==> config.mk <==
export PLATFORM = sky130hd
export DESIGN_NAME = svdclk_gen
export DESIGN_NICKNAME = d
export VERILOG_FILES = /design/src/rtl/svdclk_pkg.sv /design/src/rtl/svdclk_ctrl.sv /design/src/rtl/svdclk_div.sv /design/src/rtl/svdclk_lfsync.sv /design/src/rtl/svdclk_gen.sv
export SDC_FILE = /design/constraint.sdc
export NUM_CORES = 1
export LEC_CHECK = 0
export BUFFER_PORTS_ARGS = -buffer_cell sky130_fd_sc_hd__buf_2
export CAP_MARGIN = 5
export CELL_PAD_IN_SITES_DETAIL_PLACEMENT = 0
export CELL_PAD_IN_SITES_GLOBAL_PLACEMENT = 1
export CORE_MARGIN = 1
export CORE_UTILIZATION = 37
export DETAILED_ROUTE_END_ITERATION = 7
export HOLD_SLACK_MARGIN = 0.05
export PLACE_DENSITY = 0.72
export SLEW_MARGIN = 0
export SYNTH_ARGS = -nofsm -noshare
export SYNTH_HDL_FRONTEND = slang
export SYNTH_SLANG_ARGS = --single-unit
==> constraint.sdc <==
create_clock -name clk_i -period 1.44 [get_ports clk_i]
set_input_delay 0.072 -clock clk_i [delete_from_list [all_inputs] [get_ports clk_i]]
set_output_delay 0.072 -clock clk_i [all_outputs]
set_load 0.02 [all_outputs]
==> src/rtl/svdclk_pkg.sv <==
package svdclk_pkg;

    typedef enum logic {
        SRC_FAST = 1'b0,
        SRC_SLOW = 1'b1
    } src_e;

    typedef struct packed {
        src_e src;
        logic run;
        logic err;
    } ctrl_s;

    localparam int unsigned DIV_BITS_DEF    = 9;
    localparam int unsigned SYNC_STAGES_DEF = 2;

endpackage

==> src/rtl/svdclk_ctrl.sv <==
module svdclk_ctrl
    import svdclk_pkg::*;
(
    input  logic clk_i,
    input  logic rst_ni,
    input  logic wr_en_i,
    input  logic wr_src_i,
    input  logic wr_run_i,
    output src_e src_o,
    output logic run_o,
    output logic err_o
);

    ctrl_s ctrl_d, ctrl_q;
    logic  src_change;

    assign src_change = (src_e'(wr_src_i) != ctrl_q.src);

    always_comb begin
        ctrl_d = ctrl_q;
        if (wr_en_i) begin
            ctrl_d.run = wr_run_i;
            if (ctrl_q.run && src_change) begin
                ctrl_d.err = 1'b1;
            end else begin
                ctrl_d.src = src_e'(wr_src_i);
            end
        end
    end

    always_ff @(posedge clk_i or negedge rst_ni) begin
        if (!rst_ni) begin
            ctrl_q <= '{src: SRC_SLOW, run: 1'b0, err: 1'b0};
        end else begin
            ctrl_q <= ctrl_d;
        end
    end

    assign src_o = ctrl_q.src;
    assign run_o = ctrl_q.run;
    assign err_o = ctrl_q.err;

    AST_SRC_LOCKED: assert property (@(posedge clk_i) disable iff (!rst_ni)
        (wr_en_i && run_o && src_change) |=> (src_o == $past(src_o))) else $error("src changed while running");

    AST_LOCK_ERR: assert property (@(posedge clk_i) disable iff (!rst_ni)
        (wr_en_i && run_o && src_change) |=> err_o) else $error("rejected write left err clear");

    AST_ERR_STICKY: assert property (@(posedge clk_i) disable iff (!rst_ni)
        err_o |=> err_o) else $error("err flag cleared");

    AST_IDLE_WRITE: assert property (@(posedge clk_i) disable iff (!rst_ni)
        (wr_en_i && !run_o) |=> (src_o == src_e'($past(wr_src_i)))) else $error("idle write lost");

    AST_SAME_SRC_OK: assert property (@(posedge clk_i) disable iff (!rst_ni)
        (wr_en_i && run_o && !src_change && !err_o) |=> !err_o) else $error("same-source write flagged");

endmodule

==> src/rtl/svdclk_div.sv <==
module svdclk_div #(
    parameter int unsigned DIV_BITS = 9
) (
    input  logic clk_i,
    input  logic rst_ni,
    input  logic run_i,
    output logic tick_o
);

    localparam logic [DIV_BITS-1:0] CNT_LAST = {DIV_BITS{1'b1}};

    logic [DIV_BITS-1:0] cnt_d, cnt_q;

    always_comb begin
        if (!run_i) begin
            cnt_d = '0;
        end else begin
            cnt_d = cnt_q + 1'b1;
        end
    end

    always_ff @(posedge clk_i or negedge rst_ni) begin
        if (!rst_ni) begin
            cnt_q <= '0;
        end else begin
            cnt_q <= cnt_d;
        end
    end

    assign tick_o = run_i && (cnt_q == CNT_LAST);

    AST_DIV_WRAP: assert property (@(posedge clk_i) disable iff (!rst_ni)
        tick_o |=> (cnt_q == '0)) else $error("divider did not wrap");

    AST_DIV_CLEAR: assert property (@(posedge clk_i) disable iff (!rst_ni)
        !run_i |=> (cnt_q == '0)) else $error("divider not cleared when stopped");

    AST_DIV_ONE_WIDE: assert property (@(posedge clk_i) disable iff (!rst_ni)
        tick_o |=> !tick_o) else $error("divided tick too wide");

endmodule

==> src/rtl/svdclk_lfsync.sv <==
module svdclk_lfsync #(
    parameter int unsigned SYNC_STAGES = 2
) (
    input  logic clk_i,
    input  logic rst_ni,
    input  logic run_i,
    input  logic lf_osc_i,
    output logic tick_o
);

    localparam int unsigned CHAIN = SYNC_STAGES + 1;

    logic [CHAIN-1:0] chain_d, chain_q;
    logic             rise;

    always_comb begin
        chain_d = {chain_q[CHAIN-2:0], lf_osc_i};
    end

    always_ff @(posedge clk_i or negedge rst_ni) begin
        if (!rst_ni) begin
            chain_q <= '0;
        end else begin
            chain_q <= chain_d;
        end
    end

    assign rise   = chain_q[SYNC_STAGES-1] & ~chain_q[SYNC_STAGES];
    assign tick_o = run_i & rise;

    AST_LF_ONE_WIDE: assert property (@(posedge clk_i) disable iff (!rst_ni)
        tick_o |=> !tick_o) else $error("slow tick too wide");

endmodule

==> src/rtl/svdclk_gen.sv <==
module svdclk_gen
    import svdclk_pkg::*;
#(
    parameter int unsigned DIV_BITS    = DIV_BITS_DEF,
    parameter int unsigned SYNC_STAGES = SYNC_STAGES_DEF
) (
    input  logic clk_i,
    input  logic rst_ni,
    input  logic wr_en_i,
    input  logic wr_src_i,
    input  logic wr_run_i,
    input  logic lf_osc_i,
    output logic src_o,
    output logic run_o,
    output logic err_o,
    output logic tick_o
);

    src_e src_q;
    logic run_q;
    logic run_fast, run_slow;
    logic fast_tick, slow_tick;

    svdclk_ctrl u_ctrl (
        .clk_i    (clk_i),
        .rst_ni   (rst_ni),
        .wr_en_i  (wr_en_i),
        .wr_src_i (wr_src_i),
        .wr_run_i (wr_run_i),
        .src_o    (src_q),
        .run_o    (run_q),
        .err_o    (err_o)
    );

    assign run_fast = run_q && (src_q == SRC_FAST);
    assign run_slow = run_q && (src_q == SRC_SLOW);

    svdclk_div #(.DIV_BITS(DIV_BITS)) u_div (
        .clk_i  (clk_i),
        .rst_ni (rst_ni),
        .run_i  (run_fast),
        .tick_o (fast_tick)
    );

    svdclk_lfsync #(.SYNC_STAGES(SYNC_STAGES)) u_lf (
        .clk_i    (clk_i),
        .rst_ni   (rst_ni),
        .run_i    (run_slow),
        .lf_osc_i (lf_osc_i),
        .tick_o   (slow_tick)
    );

    assign tick_o = (src_q == SRC_SLOW) ? slow_tick : fast_tick;
    assign src_o  = src_q;
    assign run_o  = run_q;

    AST_TICK_GATED: assert property (@(posedge clk_i) disable iff (!rst_ni)
        !run_o |-> !tick_o) else $error("tick while stopped");

    AST_ONE_SOURCE: assert property (@(posedge clk_i) disable iff (!rst_ni)
        !(fast_tick && slow_tick)) else $error("both sources ticking");

endmodule

==> key figures <==
Die
  • Rows: 14
  • Die height: 43.2 um
  • Core area: 1540 um^2
  • Die width: 43.2 um
  • Die area: 1860 um^2
  • Initial Utilization: 40.7%
  • Io pins: 10

Detailed routing
  • Initial DRC count: 7
  • Vias per cell: 5.10
  • DRC: 0
  • Final wirelength: 1.20 mm
  • WL/cell: 12.9 um
  • DR pass1 iterations: 4
  • Vias after detailed routing: 474
  • Antenna viol nets, final: 0

STA
  • RSZ-0062 raised after global routing: true
  • Final Hold Vio Count: 0
  • Setup Viol. Count Final: 1
  • Post-route setup slack: -0.122 ns
  • Final period util: 108%
  • Max Clock Skew: 0.00371 ns
  • Fmax: 0.640 GHz
  • Worst Tran Pin Value: 0.342 ns
  • Rel. slew slack: 77.2%
  • Setup TNS: -0.122 ns
  • Hold Slack: 0.0562 ns
  • Min Tclk post-route: 1.56 ns
  • Max Slew Vio Count: 0

Clock network
  • H-tree levels: 1
  • Clock Latency Late Sink: 0.28 ns
  • CTS tree: yes
  • Root Driver: clkbuf_4
  • Clock sinks: 15
  • CTS Buffer Depth: 2
  • Total CTS buffers: 3
  • Reg clk slew, reported paths: 0.09 ns

Logic synthesis
  • Syn. warnings: 0
  • Yosys reg bits: 15
  • Post-synth EDFFs: 0
  • Sequential area share after synthesis: 60.1%
  • Synth Flop Type: dfrtp_1
  • Syn nets: 61
  • Syn Area/Cell: 11.8 um^2
  • Syn Std Cell Area: 627 um^2
  • Yosys cell types: 20
  • Synth Instances: 53
  • Fraction of registers with async set/reset: 100%

Global route
  • Initial antenna violation count: 0
  • Largest net degree at the start of global routing: 16
  • Vias in the first global route: 467
  • First-pass GRT wire length: 1.99 mm
  • Total GRT Usage: 15.2%
  • Grt total ovfl: 0

Hold path
  • Worst hold path type: input port to register

Worst setup path
  • Critical Path Sink: tick_o
  • CP max FO: 2
  • Reg2reg start: u_div.cnt_q[1]
  • Crit path launch type: register
  • Worst setup path start: u_div.cnt_q[0]
  • R2r endpoint: u_div.cnt_q[5]
  • Required time of the worst setup path: 1.37 ns
  • CP endpoint kind: output port
  • Crit Path Class: register to output port
  • Crit path arrival time: 1.49 ns
  • Reg-to-reg slack, setup: 0.16 ns
  • Worst r2r path cells: 5

Place
  • Pre-CTS WS: 0.150 ns
  • Cell Area, Placed: 699 um^2
  • DP HPWL: 733 um
  • Port bufs: 9
  • Final GP Congestion: 0.685

Cells and area
  • Nets: 86
  • Ant diodes: 0
  • Commonest cells after routing, fill and taps aside: dfrtp_1, buf_2, buf_4
  • Finished Cell Area: 818 um^2
  • Commonest non-fill, non-tap cell in the layout: dfrtp_1
  • Layout cells sized above 1: 35.1%
  • Area grow syn2layout: 30.5%

Job
  • Max cap viols: 0

Power and ir drop
  • Pwr Total: 819 uW
  • Worst VDD drop: 0.479 mV
  • LEAKAGE: 0.366 nW
  • Pwr/cell area: 1000 nW/um^2

Outcome
  • Violated checks: setup timing
  • Status: finished with violations
[flip-flops by register name, summed over array words and instances (netlist names)]
| register | cells |
|---|---|
| u_ctrl.err_o | 1 |
| u_ctrl.run_o | 1 |
| u_ctrl.src_o | 1 |
| u_lf.chain_q | 3 |
| u_div.cnt_q | 9 |
[cells by family (layout without fill, tap and decap cells)]
family	after synthesis	count (layout)	share of synthesized area, %
AND/OR/NAND/NOR	22	22	19.4
buffers and inverters	0	24	0
AO/OA/AOI/OAI	8	8	7.38
flip-flops	15	15	60.1
XOR/XNOR	4	4	5.59
adder cells (fa/ha/maj)	2	2	3.99
multiplexers	2	2	3.59
[repair_timing]
item,in CTS,in global routing
setup buffers,2,4
hold buffers,4,0
hold endpoints to repair,18,0
endpoints found under the setup margin,1,1
gates resized for setup,2,1
pin swaps,2,1
[critical path, cell delays in order (launching register included)]
cell and delay, ns:
dfrtp_1 0.37, ha_2 0.18, nand3_1 0.07, nor2_1 0.11, ha_1 0.16, nand2b_1 0.05, a21boi_1 0.12, buf_4 0.15
[synthesized netlist by cell type, drive strengths merged (2+ instances only)]
master   n  area share [%]
a21oi    3             2.4
mux2     2             3.6
nor2     5             3.0
ha       2             4.0
xor2     3             4.2
nor2b    2             2.0
o21ai    3             2.4
nand2b   2             2.0
nand2    2             1.2
nand3    4             4.0
dfrtp   14              56
or3      3             3.0
and2     2             2.0
[layout make-up]
type | instances | area [um^2]
fill | 152 | 723
sequential | 15 | 378
multi-input combinational | 38 | 253
timing repair buffer | 20 | 140
clock buffer | 3 | 22.5
tap | 16 | 20.0
clock inverter | 1 | 5.00
[worst min-delay path by stage]
stage                 start              end  slack (ns)  cells past startpoint
floorplan            rst_ni     u_ctrl.err_o       -0.22                      0
global placement     rst_ni  u_lf.chain_q[2]      -0.008                      1
detailed placement   rst_ni  u_lf.chain_q[2]      -0.005                      1
CTS                 wr_en_i     u_ctrl.err_o        0.05                      2
global route        wr_en_i     u_ctrl.run_o        0.05                      2
finish              wr_en_i     u_ctrl.err_o        0.06                      2
[per-stage QoR]
step                util [%]  instances
floorplan                  -         53
global placement        45.4         79
detailed placement      45.4         79
CTS                     51.1         89
global route            53.1         93
finish                  53.1         93
[metal layers]
layer  vias up  wire [um]  share of wire, %  global-route usage, %
li1        233          -                 -                      -
met1       231        543                45                   17.6
met2         8        607                50                   24.2
met3         2         36               3.0                   3.83
met4         0         17               1.4                   10.9
met5         -          0                 0                      0
[where the power goes]
part | switching [mW] | internal (mW) | total (mW)
sequential | 0.0216 | 0.445 | 0.467
clock | 0.135 | 0.103 | 0.238
combinational | 0.0540 | 0.0602 | 0.114
Power figures use the tool's default switching activity.
